[src/rtl/cc_pkg.sv]
package cc_pkg;

    // bit-slot layout of a caption line, counted in bit periods from run-in start
    localparam int IDX_W      = 5;
    localparam int RUNIN_BITS = 7;
    localparam int START_IDX  = 9;
    localparam int DATA_IDX0  = 10;
    localparam int DATA_BITS  = 16;
    localparam int END_IDX    = DATA_IDX0 + DATA_BITS;
    localparam int CHAR_BITS  = 7;
    localparam int LUT_AW     = 4;

    // raised-cosine weight, 0..256, for one run-in cycle split into 16 steps
    function automatic logic [8:0] runin_weight(input logic [LUT_AW-1:0] step);
        logic [8:0] w;
        logic [LUT_AW-1:0] m;
        m = step[LUT_AW-1] ? LUT_AW'(5'd16 - {1'b0, step}) : step;
        if (step == 4'd8) begin
            w = 9'd256;
        end else begin
            case (m[2:0])
                3'd0:    w = 9'd0;
                3'd1:    w = 9'd10;
                3'd2:    w = 9'd37;
                3'd3:    w = 9'd79;
                3'd4:    w = 9'd128;
                3'd5:    w = 9'd177;
                3'd6:    w = 9'd219;
                default: w = 9'd246;
            endcase
        end
        return w;
    endfunction

endpackage

[src/rtl/cc_bit_timer.sv]
module cc_bit_timer
    import cc_pkg::*;
#(
    parameter int PIX_W       = 11,
    parameter int PHASE_W     = 24,
    parameter int SAMPLE_HZ   = 27000000,
    parameter int BIT_RATE_HZ = 503500,
    parameter int START_PIX   = 284
) (
    input  logic                 clk,
    input  logic                 rst_n,
    input  logic                 cap_line,
    input  logic [PIX_W-1:0]     pix_cnt,
    output logic                 run,
    output logic [IDX_W-1:0]     bit_idx,
    output logic [LUT_AW-1:0]    step
);

    localparam logic [63:0] INC_WIDE =
        ((64'(BIT_RATE_HZ) << PHASE_W) + 64'(SAMPLE_HZ / 2)) / 64'(SAMPLE_HZ);
    localparam logic [PHASE_W-1:0] INC     = INC_WIDE[PHASE_W-1:0];
    localparam logic [PIX_W-1:0]   ARM_PIX = PIX_W'(START_PIX - 1);
    localparam logic [IDX_W-1:0]   LAST    = IDX_W'(END_IDX - 1);

    typedef struct packed {
        logic               run;
        logic [IDX_W-1:0]   idx;
        logic [PHASE_W-1:0] acc;
    } tmr_t;

    tmr_t tmr_d, tmr_q;
    logic [PHASE_W:0] sum;

    always_comb begin
        tmr_d = tmr_q;
        sum   = {1'b0, tmr_q.acc} + {1'b0, INC};
        if (!cap_line) begin
            tmr_d.run = 1'b0;
        end else if (pix_cnt == ARM_PIX) begin
            tmr_d.run = 1'b1;
            tmr_d.idx = '0;
            tmr_d.acc = '0;
        end else if (tmr_q.run) begin
            tmr_d.acc = sum[PHASE_W-1:0];
            if (sum[PHASE_W]) begin
                tmr_d.idx = tmr_q.idx + 1'b1;
                if (tmr_q.idx == LAST) begin
                    tmr_d.run = 1'b0;
                end
            end
        end
    end

    always_ff @(posedge clk) begin
        if (!rst_n) begin
            tmr_q <= '0;
        end else begin
            tmr_q <= tmr_d;
        end
    end

    assign run     = tmr_q.run;
    assign bit_idx = tmr_q.idx;
    assign step    = tmr_q.acc[PHASE_W-1 -: LUT_AW];

    AST_IDX_BOUND: assert property (@(posedge clk) disable iff (!rst_n)
        run |-> (bit_idx < IDX_W'(END_IDX)));
    AST_IDX_STEP: assert property (@(posedge clk) disable iff (!rst_n)
        ($past(run) && run) |-> (bit_idx == $past(bit_idx) || bit_idx == $past(bit_idx) + 1'b1));
    AST_ARM_ZERO: assert property (@(posedge clk) disable iff (!rst_n)
        ($past(rst_n) && $past(cap_line) && $past(pix_cnt) == ARM_PIX)
            |-> (run && bit_idx == '0 && step == '0));

endmodule

[src/rtl/cc_pair_buffer.sv]
module cc_pair_buffer
    import cc_pkg::*;
#(
    parameter int LINE_W    = 10,
    parameter int NORM_LINE = 21,
    parameter int EXT_LINE  = 284
) (
    input  logic                 clk,
    input  logic                 rst_n,
    input  logic [LINE_W-1:0]    line_num,
    input  logic                 field_odd,
    input  logic [7:0]           norm_byte0,
    input  logic [7:0]           norm_byte1,
    input  logic [7:0]           ext_byte0,
    input  logic [7:0]           ext_byte1,
    output logic [DATA_BITS-1:0] frame
);

    localparam int PAIR_W = 2 * CHAR_BITS;
    localparam logic [LINE_W-1:0] NORM_PREP = LINE_W'(NORM_LINE - 1);
    localparam logic [LINE_W-1:0] EXT_PREP  = LINE_W'(EXT_LINE - 1);

    typedef struct packed {
        logic [PAIR_W-1:0] chars;
    } buf_t;

    buf_t buf_d, buf_q;
    logic load_norm, load_ext;

    always_comb begin
        buf_d     = buf_q;
        load_norm = (line_num == NORM_PREP) && field_odd;
        load_ext  = (line_num == EXT_PREP) && !field_odd;
        if (load_norm) begin
            buf_d.chars = {norm_byte1[CHAR_BITS-1:0], norm_byte0[CHAR_BITS-1:0]};
        end else if (load_ext) begin
            buf_d.chars = {ext_byte1[CHAR_BITS-1:0], ext_byte0[CHAR_BITS-1:0]};
        end
    end

    always_ff @(posedge clk) begin
        if (!rst_n) begin
            buf_q <= '0;
        end else begin
            buf_q <= buf_d;
        end
    end

    for (genvar g = 0; g < 2; g++) begin : g_char
        assign frame[8*g +: CHAR_BITS] = buf_q.chars[CHAR_BITS*g +: CHAR_BITS];
        assign frame[8*g + CHAR_BITS]  = ~^buf_q.chars[CHAR_BITS*g +: CHAR_BITS];
    end

    AST_BUF_HOLD: assert property (@(posedge clk) disable iff (!rst_n)
        ($past(rst_n) && !$past(load_norm) && !$past(load_ext)) |-> $stable(buf_q));
    AST_CHAR0_ODD: assert property (@(posedge clk) disable iff (!rst_n)
        ($countones(frame[7:0]) % 2) == 1);
    AST_CHAR1_ODD: assert property (@(posedge clk) disable iff (!rst_n)
        ($countones(frame[15:8]) % 2) == 1);

endmodule

[src/rtl/cc_level_map.sv]
module cc_level_map
    import cc_pkg::*;
#(
    parameter int DATA_W = 8,
    parameter int LVL_LO = 16,
    parameter int LVL_HI = 126
) (
    input  logic                 run,
    input  logic [IDX_W-1:0]     bit_idx,
    input  logic [LUT_AW-1:0]    step,
    input  logic [DATA_BITS-1:0] frame,
    output logic [DATA_W-1:0]    code
);

    localparam int SPAN = LVL_HI - LVL_LO;
    localparam logic [DATA_W-1:0] CODE_LO = DATA_W'(LVL_LO);
    localparam logic [DATA_W-1:0] CODE_HI = DATA_W'(LVL_HI);

    int unsigned scaled;
    logic [IDX_W-1:0] data_pos;

    always_comb begin
        scaled   = (32'(SPAN) * 32'(runin_weight(step)) + 32'd128) >> 8;
        data_pos = bit_idx - IDX_W'(DATA_IDX0);
        code     = CODE_LO;
        if (run) begin
            if (bit_idx < IDX_W'(RUNIN_BITS)) begin
                code = CODE_LO + DATA_W'(scaled);
            end else if (bit_idx == IDX_W'(START_IDX)) begin
                code = CODE_HI;
            end else if (bit_idx >= IDX_W'(DATA_IDX0) && bit_idx < IDX_W'(END_IDX)) begin
                code = frame[data_pos[3:0]] ? CODE_HI : CODE_LO;
            end
        end
    end

endmodule

[src/rtl/cc_line_inserter.sv]
module cc_line_inserter
    import cc_pkg::*;
#(
    parameter int DATA_W      = 8,
    parameter int LINE_W      = 10,
    parameter int PIX_W       = 11,
    parameter int PHASE_W     = 24,
    parameter int SAMPLE_HZ   = 27000000,
    parameter int BIT_RATE_HZ = 503500,
    parameter int START_PIX   = 284,
    parameter int NORM_LINE   = 21,
    parameter int EXT_LINE    = 284,
    parameter int LVL_LO      = 16,
    parameter int LVL_HI      = 126
) (
    input  logic              clk,
    input  logic              rst_n,
    input  logic [LINE_W-1:0] line_num,
    input  logic              field_odd,
    input  logic [PIX_W-1:0]  pix_cnt,
    input  logic              cc_en,
    input  logic [7:0]        norm_byte0,
    input  logic [7:0]        norm_byte1,
    input  logic [7:0]        ext_byte0,
    input  logic [7:0]        ext_byte1,
    input  logic [DATA_W-1:0] pix_in,
    output logic [DATA_W-1:0] pix_out,
    output logic              cc_active
);

    localparam logic [LINE_W-1:0] NORM_L = LINE_W'(NORM_LINE);
    localparam logic [LINE_W-1:0] EXT_L  = LINE_W'(EXT_LINE);

    typedef struct packed {
        logic              act;
        logic [DATA_W-1:0] pix;
    } out_t;

    out_t out_d, out_q;
    logic cap_line;
    logic run;
    logic [IDX_W-1:0] bit_idx;
    logic [LUT_AW-1:0] step;
    logic [DATA_BITS-1:0] frame;
    logic [DATA_W-1:0] cap_code;

    assign cap_line = cc_en && ((line_num == NORM_L && field_odd) ||
                                (line_num == EXT_L && !field_odd));

    cc_bit_timer #(
        .PIX_W(PIX_W), .PHASE_W(PHASE_W), .SAMPLE_HZ(SAMPLE_HZ),
        .BIT_RATE_HZ(BIT_RATE_HZ), .START_PIX(START_PIX)
    ) i_timer (
        .clk(clk), .rst_n(rst_n), .cap_line(cap_line), .pix_cnt(pix_cnt),
        .run(run), .bit_idx(bit_idx), .step(step)
    );

    cc_pair_buffer #(
        .LINE_W(LINE_W), .NORM_LINE(NORM_LINE), .EXT_LINE(EXT_LINE)
    ) i_buffer (
        .clk(clk), .rst_n(rst_n), .line_num(line_num), .field_odd(field_odd),
        .norm_byte0(norm_byte0), .norm_byte1(norm_byte1),
        .ext_byte0(ext_byte0), .ext_byte1(ext_byte1), .frame(frame)
    );

    cc_level_map #(
        .DATA_W(DATA_W), .LVL_LO(LVL_LO), .LVL_HI(LVL_HI)
    ) i_level (
        .run(run), .bit_idx(bit_idx), .step(step), .frame(frame), .code(cap_code)
    );

    always_comb begin
        out_d.act = cap_line;
        out_d.pix = cap_line ? cap_code : pix_in;
    end

    always_ff @(posedge clk) begin
        if (!rst_n) begin
            out_q <= '0;
        end else begin
            out_q <= out_d;
        end
    end

    assign pix_out   = out_q.pix;
    assign cc_active = out_q.act;

    AST_IDLE_OFF: assert property (@(posedge clk) disable iff (!rst_n)
        !$past(cc_en) |-> !cc_active);
    AST_LINE_ONLY: assert property (@(posedge clk) disable iff (!rst_n)
        cc_active |-> ($past(line_num) == NORM_L || $past(line_num) == EXT_L));
    AST_PASS: assert property (@(posedge clk) disable iff (!rst_n)
        ($past(rst_n) && !$past(cap_line)) |-> (pix_out == $past(pix_in) && !cc_active));
    AST_LEVEL_RANGE: assert property (@(posedge clk) disable iff (!rst_n)
        cc_active |-> (pix_out >= DATA_W'(LVL_LO) && pix_out <= DATA_W'(LVL_HI)));

endmodule

[config.mk]
export PLATFORM = sky130hd
export DESIGN_NAME = cc_line_inserter
export DESIGN_NICKNAME = d
export VERILOG_FILES = /design/src/rtl/cc_pkg.sv /design/src/rtl/cc_bit_timer.sv /design/src/rtl/cc_pair_buffer.sv /design/src/rtl/cc_level_map.sv /design/src/rtl/cc_line_inserter.sv
export SDC_FILE = /design/constraint.sdc
export NUM_CORES = 1
export LEC_CHECK = 0
export ABC_AREA = 1
export BUFFER_PORTS_ARGS = -buffer_cell sky130_fd_sc_hd__buf_2
export CAP_MARGIN = 20
export CORE_MARGIN = 2
export CORE_UTILIZATION = 45
export CTS_CLUSTER_SIZE = 30
export DETAILED_ROUTE_END_ITERATION = 8
export PLACE_DENSITY = 0.73
export SYNTH_ARGS = -nofsm -noshare
export SYNTH_HDL_FRONTEND = slang
export SYNTH_SLANG_ARGS = --single-unit
[constraint.sdc]
create_clock -name clk -period 7.19 [get_ports clk]
set_input_delay 1.438 -clock clk [delete_from_list [all_inputs] [get_ports clk]]
set_output_delay 1.438 -clock clk [all_outputs]
set_load 0.02 [all_outputs]
==> run metrics, run 1 <==
worst hold path class register to register; endpoint of the worst-slack reg-to-reg timing path pix_out[5]$_SDFF_PN0_; switching share of power 23.5%; combined flip-flop and latch cell area around 960 sq um; GP Congestion between 0.8 and 0.9; detailed-placement wirelength estimate 7.95 mm; Yosys warning count 0; Layout area overhead 11.8%; P_leak 2.82 nW; wire length per cell after detailed routing about 11 microns; area of the mapped netlist ~0.0046 sq mm; CTS tree built; total power per unit cell area 91.6 mW/mm^2; portion of total power attributed to combinational logic 7.7%; global-route track usage on met2 31.4%; sequential-to-total area share from yosys stat between 20% and 30%; clock root buffer sky130_fd_sc_hd__clkbuf_8; number of port buffers between 60 and 70; number of buffers on the longest clock path 2; die outline area 0.0111 sq mm; cell internal pwr 364 uW; final number of setup-violating endpoints 0; ys async rst share 0%; highest clock rate 0.164 GHz; die boundary height 106 microns; cell area after placement slightly above 0.005 sq mm; setup repair bufs after CTS 0; wire length of the first global-routing pass 17.6 mm; Detailed Routing Iterations Pass 1 4; final count of pins violating max slew 0; capturing element type of the critical path register; Top cell by count, worst path sky130_fd_sc_hd__nand2_1; horizontal die dimension 106 microns; IO Pins 74; termination of the worst setup path pix_out[5]$_SDFF_PN0_; CP Class register to register; insertion delay of the later-clocked pin in the worst-skew pair around 0.3 ns; post-CTS resize count 0; count of unique library cells instantiated by Yosys slightly below 50; First DRT Iteration DRCs 168; multi-input logic area 0.00314 sq mm; part of the total power dissipated in sequential elements 56.4%; launching point of the worst reg2reg path i_timer.step[0]$_SDFFE_PN0P_; total detailed-routing wirelength 9.85 mm; final hold slack 0.480 ns; number of antenna violations at the first check in global routing 0; most frequent cells in the layout sky130_fd_sc_hd__nand2_1 (191), sky130_fd_sc_hd__inv_1 (125), sky130_fd_sc_hd__buf_2 (69), sky130_fd_sc_hd__nor2_1 (63), sky130_fd_sc_hd__nand3_1 (57); Worst-path clk slew 0.09 ns; Clock Skews 0.0123 ns; met1 capacity usage during global routing around 25%; switching component of the power 112 uW; largest net degree at the start of global routing 25; leftover overflow at the end of global routing 0; Final period util 84.6%; CORE AREA between 0.01 and 0.015 sq mm; setup repair after global routing missed its margin no; crit path from i_timer.step[0]$_SDFFE_PN0P_; fraction of met3 tracks used by global routing 2.97%; largest vdd supply drop 0.0674 mV; part of the power in the clock network 35.9%; quantity of hold-fixing buffers added after cts 0; worst endpoint data arrival time 6.27 ns; crit path max fanout 8; leading cell type in the layout, fill and taps excluded sky130_fd_sc_hd__nand2_1; worst rel slew slack 64.1%; antenna violation net count after detailed routing 0; Hold Vio Cnt, Final 0; total number of vias 4440; vias in the first global route 4173; Synth Net Count 834; Worst-Margin Slew 0.536 ns; cells on worst reg2reg path 34; Slowest-stage cell, CP sky130_fd_sc_hd__fa_1; count of nets after finishing between 800 and 900; fill count around 1.1k; Gate Count Post-Synth 719; placement row count 37; flop and latch count out of synthesis between 40 and 50; GRT Resource Usage Total 18.5%; total clock sinks between 40 and 50; count of inserted antenna diode cells 0; share of cells above drive strength 1 between 15 and 20%; number of enable-type register cells in the synthesized netlist 0; Final TNS setup 0 ns; startpoint types register; R2R Setup Slk 1.10 ns; number of remaining DRC errors 0; number of buffers created by CTS 5; flip-flop cell with the highest count after synthesis sky130_fd_sc_hd__dfxtp_1; total number of H-tree levels 2; initial core utilization 45.6%; summed area of non-filler cells in the final layout between 0.005 and 0.006 sq mm; post-synthesis average cell area 6.46 sq um; shortest clock period the worst path allows after layout 6.09 ns; via-per-instance ratio 4.83; CP required 7.37 ns; status completed; GRT busiest layer met2; total of max-cap violations 0; delay of the slowest cell on the worst path 0.53 ns
==> metal layers <==
metal / part of all wire [%] / vias up
li1: - / 2404
met1: 50 / 1933
met2: 44 / 92
met3: 4.9 / 11
met4: 1.1 / 0
met5: 0 / -
==> registers in the layout, indices dropped and copies added, names as in the netlist <==
| name | cells |
|---|---|
| i_buffer.buf_q | 14 |
| cc_active | 1 |
| i_timer.run | 1 |
| pix_out | 8 |
| i_timer.step | 4 |
| i_timer.tmr_q | 15 |
| i_timer.bit_idx | 5 |
==> power groups by stage <==
stage	clock, mW	sequential, mW	combinational [mW]
floorplan	0	0.278	0.0122
global placement	0	0.275	0.0363
detailed placement	0	0.275	0.0366
CTS	0.176	0.269	0.0367
global route	0.185	0.269	0.0406
finish	0.171	0.268	0.0364
==> critical path: cells and delay by family, from the launching register on <==
kind	cells	cell delay, ns
flip-flops	1	0.49
adder cells (fa/ha/maj)	7	2.57
buffers and inverters	9	0.78
AO/OA/AOI/OAI	2	0.22
AND/OR/NAND/NOR	16	1.94
==> kinds of logic (layout without fill, tap and decap cells) <==
kind of cell	count (synthesis)	after routing	synth area share, %
AOI/OAI and AO/OA	89	89	11.9
other	1	1	0.0808
adders and majority gates	50	50	15.7
and+or+nand+nor	368	368	35.5
DFF	48	48	20.7
buffers and inverters	141	205	11.7
xor gates and xnor gates	22	22	4.31
==> cell usage after synthesis (2+ instances only) <==
cell | n | area share, %
sky130_fd_sc_hd__nand2_1 | 191 | 15
sky130_fd_sc_hd__inv_1 | 125 | 10
sky130_fd_sc_hd__nor2_1 | 63 | 5.1
sky130_fd_sc_hd__nand3_1 | 57 | 6.1
sky130_fd_sc_hd__dfxtp_1 | 48 | 21
sky130_fd_sc_hd__a21oi_1 | 43 | 4.6
sky130_fd_sc_hd__ha_1 | 36 | 9.7
sky130_fd_sc_hd__o21ai_0 | 16 | 1.7
sky130_fd_sc_hd__fa_1 | 14 | 6.0
sky130_fd_sc_hd__xor2_1 | 14 | 2.6
sky130_fd_sc_hd__nand2_2 | 12 | 1.6
sky130_fd_sc_hd__nor3_1 | 10 | 1.1
sky130_fd_sc_hd__clkbuf_1 | 9 | 0.73
sky130_fd_sc_hd__nand4_1 | 8 | 1.1
sky130_fd_sc_hd__xnor2_1 | 7 | 1.3
sky130_fd_sc_hd__o22ai_1 | 6 | 0.81
sky130_fd_sc_hd__a211oi_1 | 5 | 0.81
sky130_fd_sc_hd__nor2_2 | 5 | 0.67
sky130_fd_sc_hd__nor2_4 | 5 | 1.2
sky130_fd_sc_hd__nor4_1 | 5 | 0.67
sky130_fd_sc_hd__a21boi_0 | 2 | 0.32
sky130_fd_sc_hd__a21oi_2 | 2 | 0.38
sky130_fd_sc_hd__a221oi_2 | 2 | 0.65
sky130_fd_sc_hd__buf_1 | 2 | 0.16
sky130_fd_sc_hd__buf_6 | 2 | 0.49
sky130_fd_sc_hd__inv_2 | 2 | 0.16
sky130_fd_sc_hd__nand3_2 | 2 | 0.43
sky130_fd_sc_hd__nor3_2 | 2 | 0.43
sky130_fd_sc_hd__o211ai_1 | 2 | 0.32
sky130_fd_sc_hd__o21ai_1 | 2 | 0.22
sky130_fd_sc_hd__or2_2 | 2 | 0.27
==> how the worst min path moves through the flow <==
stage                                    from                              to  slack [ns]  cells after the start
2_1_floorplan  i_timer.tmr_q[13]$_SDFFE_PN0P_  i_timer.tmr_q[13]$_SDFFE_PN0P_        0.45                      2
3_3_place_gp   i_timer.tmr_q[13]$_SDFFE_PN0P_  i_timer.tmr_q[13]$_SDFFE_PN0P_        0.46                      2
3_5_place_dp   i_timer.tmr_q[13]$_SDFFE_PN0P_  i_timer.tmr_q[13]$_SDFFE_PN0P_        0.47                      2
4_1_cts        i_timer.tmr_q[13]$_SDFFE_PN0P_  i_timer.tmr_q[13]$_SDFFE_PN0P_        0.48                      2
5_1_grt        i_timer.tmr_q[13]$_SDFFE_PN0P_  i_timer.tmr_q[13]$_SDFFE_PN0P_        0.52                      2
6_report       i_timer.tmr_q[13]$_SDFFE_PN0P_  i_timer.tmr_q[13]$_SDFFE_PN0P_        0.48                      2
==> final cells by class <==
cell class	count	area share, %
multi-input combinational	530	60.4
sequential	48	18.5
inverter	128	9.26
timing repair buffer	69	6.65
tap	136	3.28
clock buffer	6	1.59
clock inverter	2	0.265
==> per-stage QoR <==
| step | utilization (%) | setup slack [ns] | cells | total power, mW |
|---|---|---|---|---|
| after floorplan | - | 1.74 | 719 | 0.290 |
| after global placement | 50.0 | 1.18 | 911 | 0.311 |
| after detailed placement | 50.0 | 1.13 | 911 | 0.311 |
| after CTS | 51.0 | 1.13 | 919 | 0.481 |
| after global routing | 51.0 | 0.503 | 919 | 0.494 |
| final | 51.0 | 1.10 | 919 | 0.476 |
No activity file was read; power rests on OpenSTA's default activity.
==> run 2, diff against run 1 <==
--- a/config.mk
+++ b/config.mk
@@ -12,7 +12,7 @@
 export CORE_UTILIZATION = 45
 export CTS_CLUSTER_SIZE = 30
 export DETAILED_ROUTE_END_ITERATION = 8
-export PLACE_DENSITY = 0.73
+export PLACE_DENSITY = 0.75
 export SYNTH_ARGS = -nofsm -noshare
 export SYNTH_HDL_FRONTEND = slang
 export SYNTH_SLANG_ARGS = --single-unit
==> constraint.sdc (replaced) <==
create_clock -name clk -period 5.5 [get_ports clk]
set_input_delay 1.1 -clock clk [delete_from_list [all_inputs] [get_ports clk]]
set_output_delay 1.1 -clock clk [all_outputs]
set_load 0.02 [all_outputs]
==> run 2 against run 1 <==
Against the previous run:
- sequential power is 31% higher
- clock power is 83% higher
- combinational power is 31% higher
- via count is 0.95% higher
- critical path type unchanged
- critical endpoint unchanged
==> run metrics, run 2 (synthesized netlist as in run 1, its figures left out) <==
CP required 5.68 ns; buffers plus inverters on the worst setup path 10; family of cells with the greatest summed delay on the critical path adder cells; Final period util 94.5%; number of logic stages on the critical path including buffering 34; startpoint types register; vias in the first global route 3998; cells on worst reg2reg path 34; capturing element type of the critical path register; part of the power in the clock network around 44%; status completed; post-placement worst setup slack roughly 0.037 ns; total number of H-tree levels 2; CTS tree built; switching component of the power 156 uW; wire length per cell after detailed routing 10.7 microns; part of the total power dissipated in sequential elements 49.3%; largest net degree at the start of global routing 25; Worst-Margin Slew 0.541 ns; largest register by flop count i_timer.tmr_q; GP Congestion 0.845; clock root buffer sky130_fd_sc_hd__clkbuf_8; number of antenna violations at the first check in global routing 0; die outline area 0.0111 sq mm; final count of pins violating max slew 0; leading cell type in the layout, fill and taps excluded sky130_fd_sc_hd__nand2_1; final setup margin 0.305 ns; most frequent cells in the layout sky130_fd_sc_hd__nand2_1 (186), sky130_fd_sc_hd__inv_1 (122), sky130_fd_sc_hd__buf_2 (69), sky130_fd_sc_hd__nor2_1 (58), sky130_fd_sc_hd__nand3_1 (57); number of buffers created by CTS 5; leftover overflow at the end of global routing 0; GRT Resource Usage Total 18.2%; total clock sinks 48; Top Registers i_timer.tmr_q: 15 flops, i_buffer.buf_q: 14 flops, pix_out: 8 flops; Hold Vio Cnt, Final 0; max FFs per register 15; delay of the slowest cell on the worst path approximately 0.53 ns; final number of setup-violating endpoints 0; die boundary height 106 microns; CORE AREA between 0.01 and 0.015 sq mm; final hold slack 0.489 ns; Detailed Routing Iterations Pass 1 4; Final TNS setup 0 ns; via-per-instance ratio 4.80; First DRT Iteration DRCs 180; worst endpoint data arrival time 5.38 ns; insertion delay of the later-clocked pin in the worst-skew pair approximately 0.31 ns; Worst-path clk slew 0.10 ns; largest vdd supply drop between 0.1 and 0.15 mV; number of port buffers 69; portion of total power attributed to combinational logic 6.7%; Slowest-stage cell, CP sky130_fd_sc_hd__fa_1; total power per unit cell area 131 mW/mm^2; number of remaining DRC errors 0; placement row count 37; total detailed-routing wirelength 10.0 mm; detailed-placement wirelength estimate slightly above 8 mm; cell internal pwr 556 uW; highest clock rate 0.192 GHz; Clock Skews 0.0141 ns; antenna violation net count after detailed routing 0; switching share of power 21.9%; CP Class register to register; worst hold path class register to register; count of nets after finishing 911; Layout area overhead 17.2%; total number of vias 4482; wire length of the first global-routing pass 17.2 mm; IO Pins 74; count of inserted antenna diode cells 0; horizontal die dimension 106 microns; initial core utilization 45.6%; worst rel slew slack a little under two thirds; worst hold path stage count 2; crit path max fanout 4; shortest clock period the worst path allows after layout approximately 5.2 ns; number of buffers on the longest clock path 2; total of max-cap violations 0; P_leak 2.91 nW; share of cells above drive strength 1 19.6%
## run 2: cell count changes in the layout (fill, tap and decap cells not counted), sizes merged
| cell | change |
|---|---|
| buf | +14 |
| clkbuf | -1 |
| bufinv | +2 |
| clkinv | -1 |
## run 2: what timing repair did
action                     CTS  global route
setup endpoints to repair    0             2
setup buffers                0             3
hold buffers                 0             0
resized for setup            0            32
## run 2: power groups by stage
stage | Combinational, mW | Sequential [mW] | Clock [mW]
3_5_place_dp | 0.0481 | 0.359 | 0
6_report | 0.0477 | 0.351 | 0.313
3_3_place_gp | 0.0477 | 0.359 | 0
2_1_floorplan | 0.0159 | 0.363 | 0
5_1_grt | 0.0530 | 0.352 | 0.333
4_1_cts | 0.0482 | 0.351 | 0.320
## run 2: layout make-up
type	count	area, sq um
clock buffers	5	68.8
inverters	128	480
flip-flops and latches	48	962
fillers	1010	4740
repair buffers	83	450
clock inverters	3	68.8
well taps	136	170
multi-input cells	530	3240
## run 2: per-stage QoR
stage / power (mW) / utilization, % / instances / area [sq um]
floorplan: 0.379 / - / 719 / 4640
global placement: 0.407 / 50.8 / 922 / 5180
detailed placement: 0.407 / 50.8 / 922 / 5180
CTS: 0.720 / 52.2 / 930 / 5320
global route: 0.738 / 53.4 / 933 / 5440
finish: 0.712 / 53.4 / 933 / 5440
## run 2: path summary, 6_finish.rpt
kind / slack, ns / start / to
worst max-delay path: 0.30 / i_timer.step[1]$_SDFFE_PN0P_ / pix_out[5]$_SDFF_PN0_
worst min-delay path: 0.49 / i_timer.step[1]$_SDFFE_PN0P_ / i_timer.step[1]$_SDFFE_PN0P_
worst max register to register: 0.30 / i_timer.step[1]$_SDFFE_PN0P_ / pix_out[5]$_SDFF_PN0_
worst min register to register: 0.49 / i_timer.step[1]$_SDFFE_PN0P_ / i_timer.step[1]$_SDFFE_PN0P_
## run 2: metal layers
layer / track usage [%] / share of wire (%) / vias to the layer above
met5: 0 / 0 / -
met4: 4.98 / 1.5 / 0
met3: 2.60 / 4.0 / 8
met2: 30.8 / 46 / 81
met1: 24.2 / 48 / 1960
li1: - / - / 2433
## run 2: worst reg2reg max path: cells and delay by family, from the launching register on
kind,cells,cell delay (ns)
flops,1,0.36
buf+inv,10,0.67
fa+ha+maj,7,2.32
simple gates,15,1.52
compound gates,2,0.23
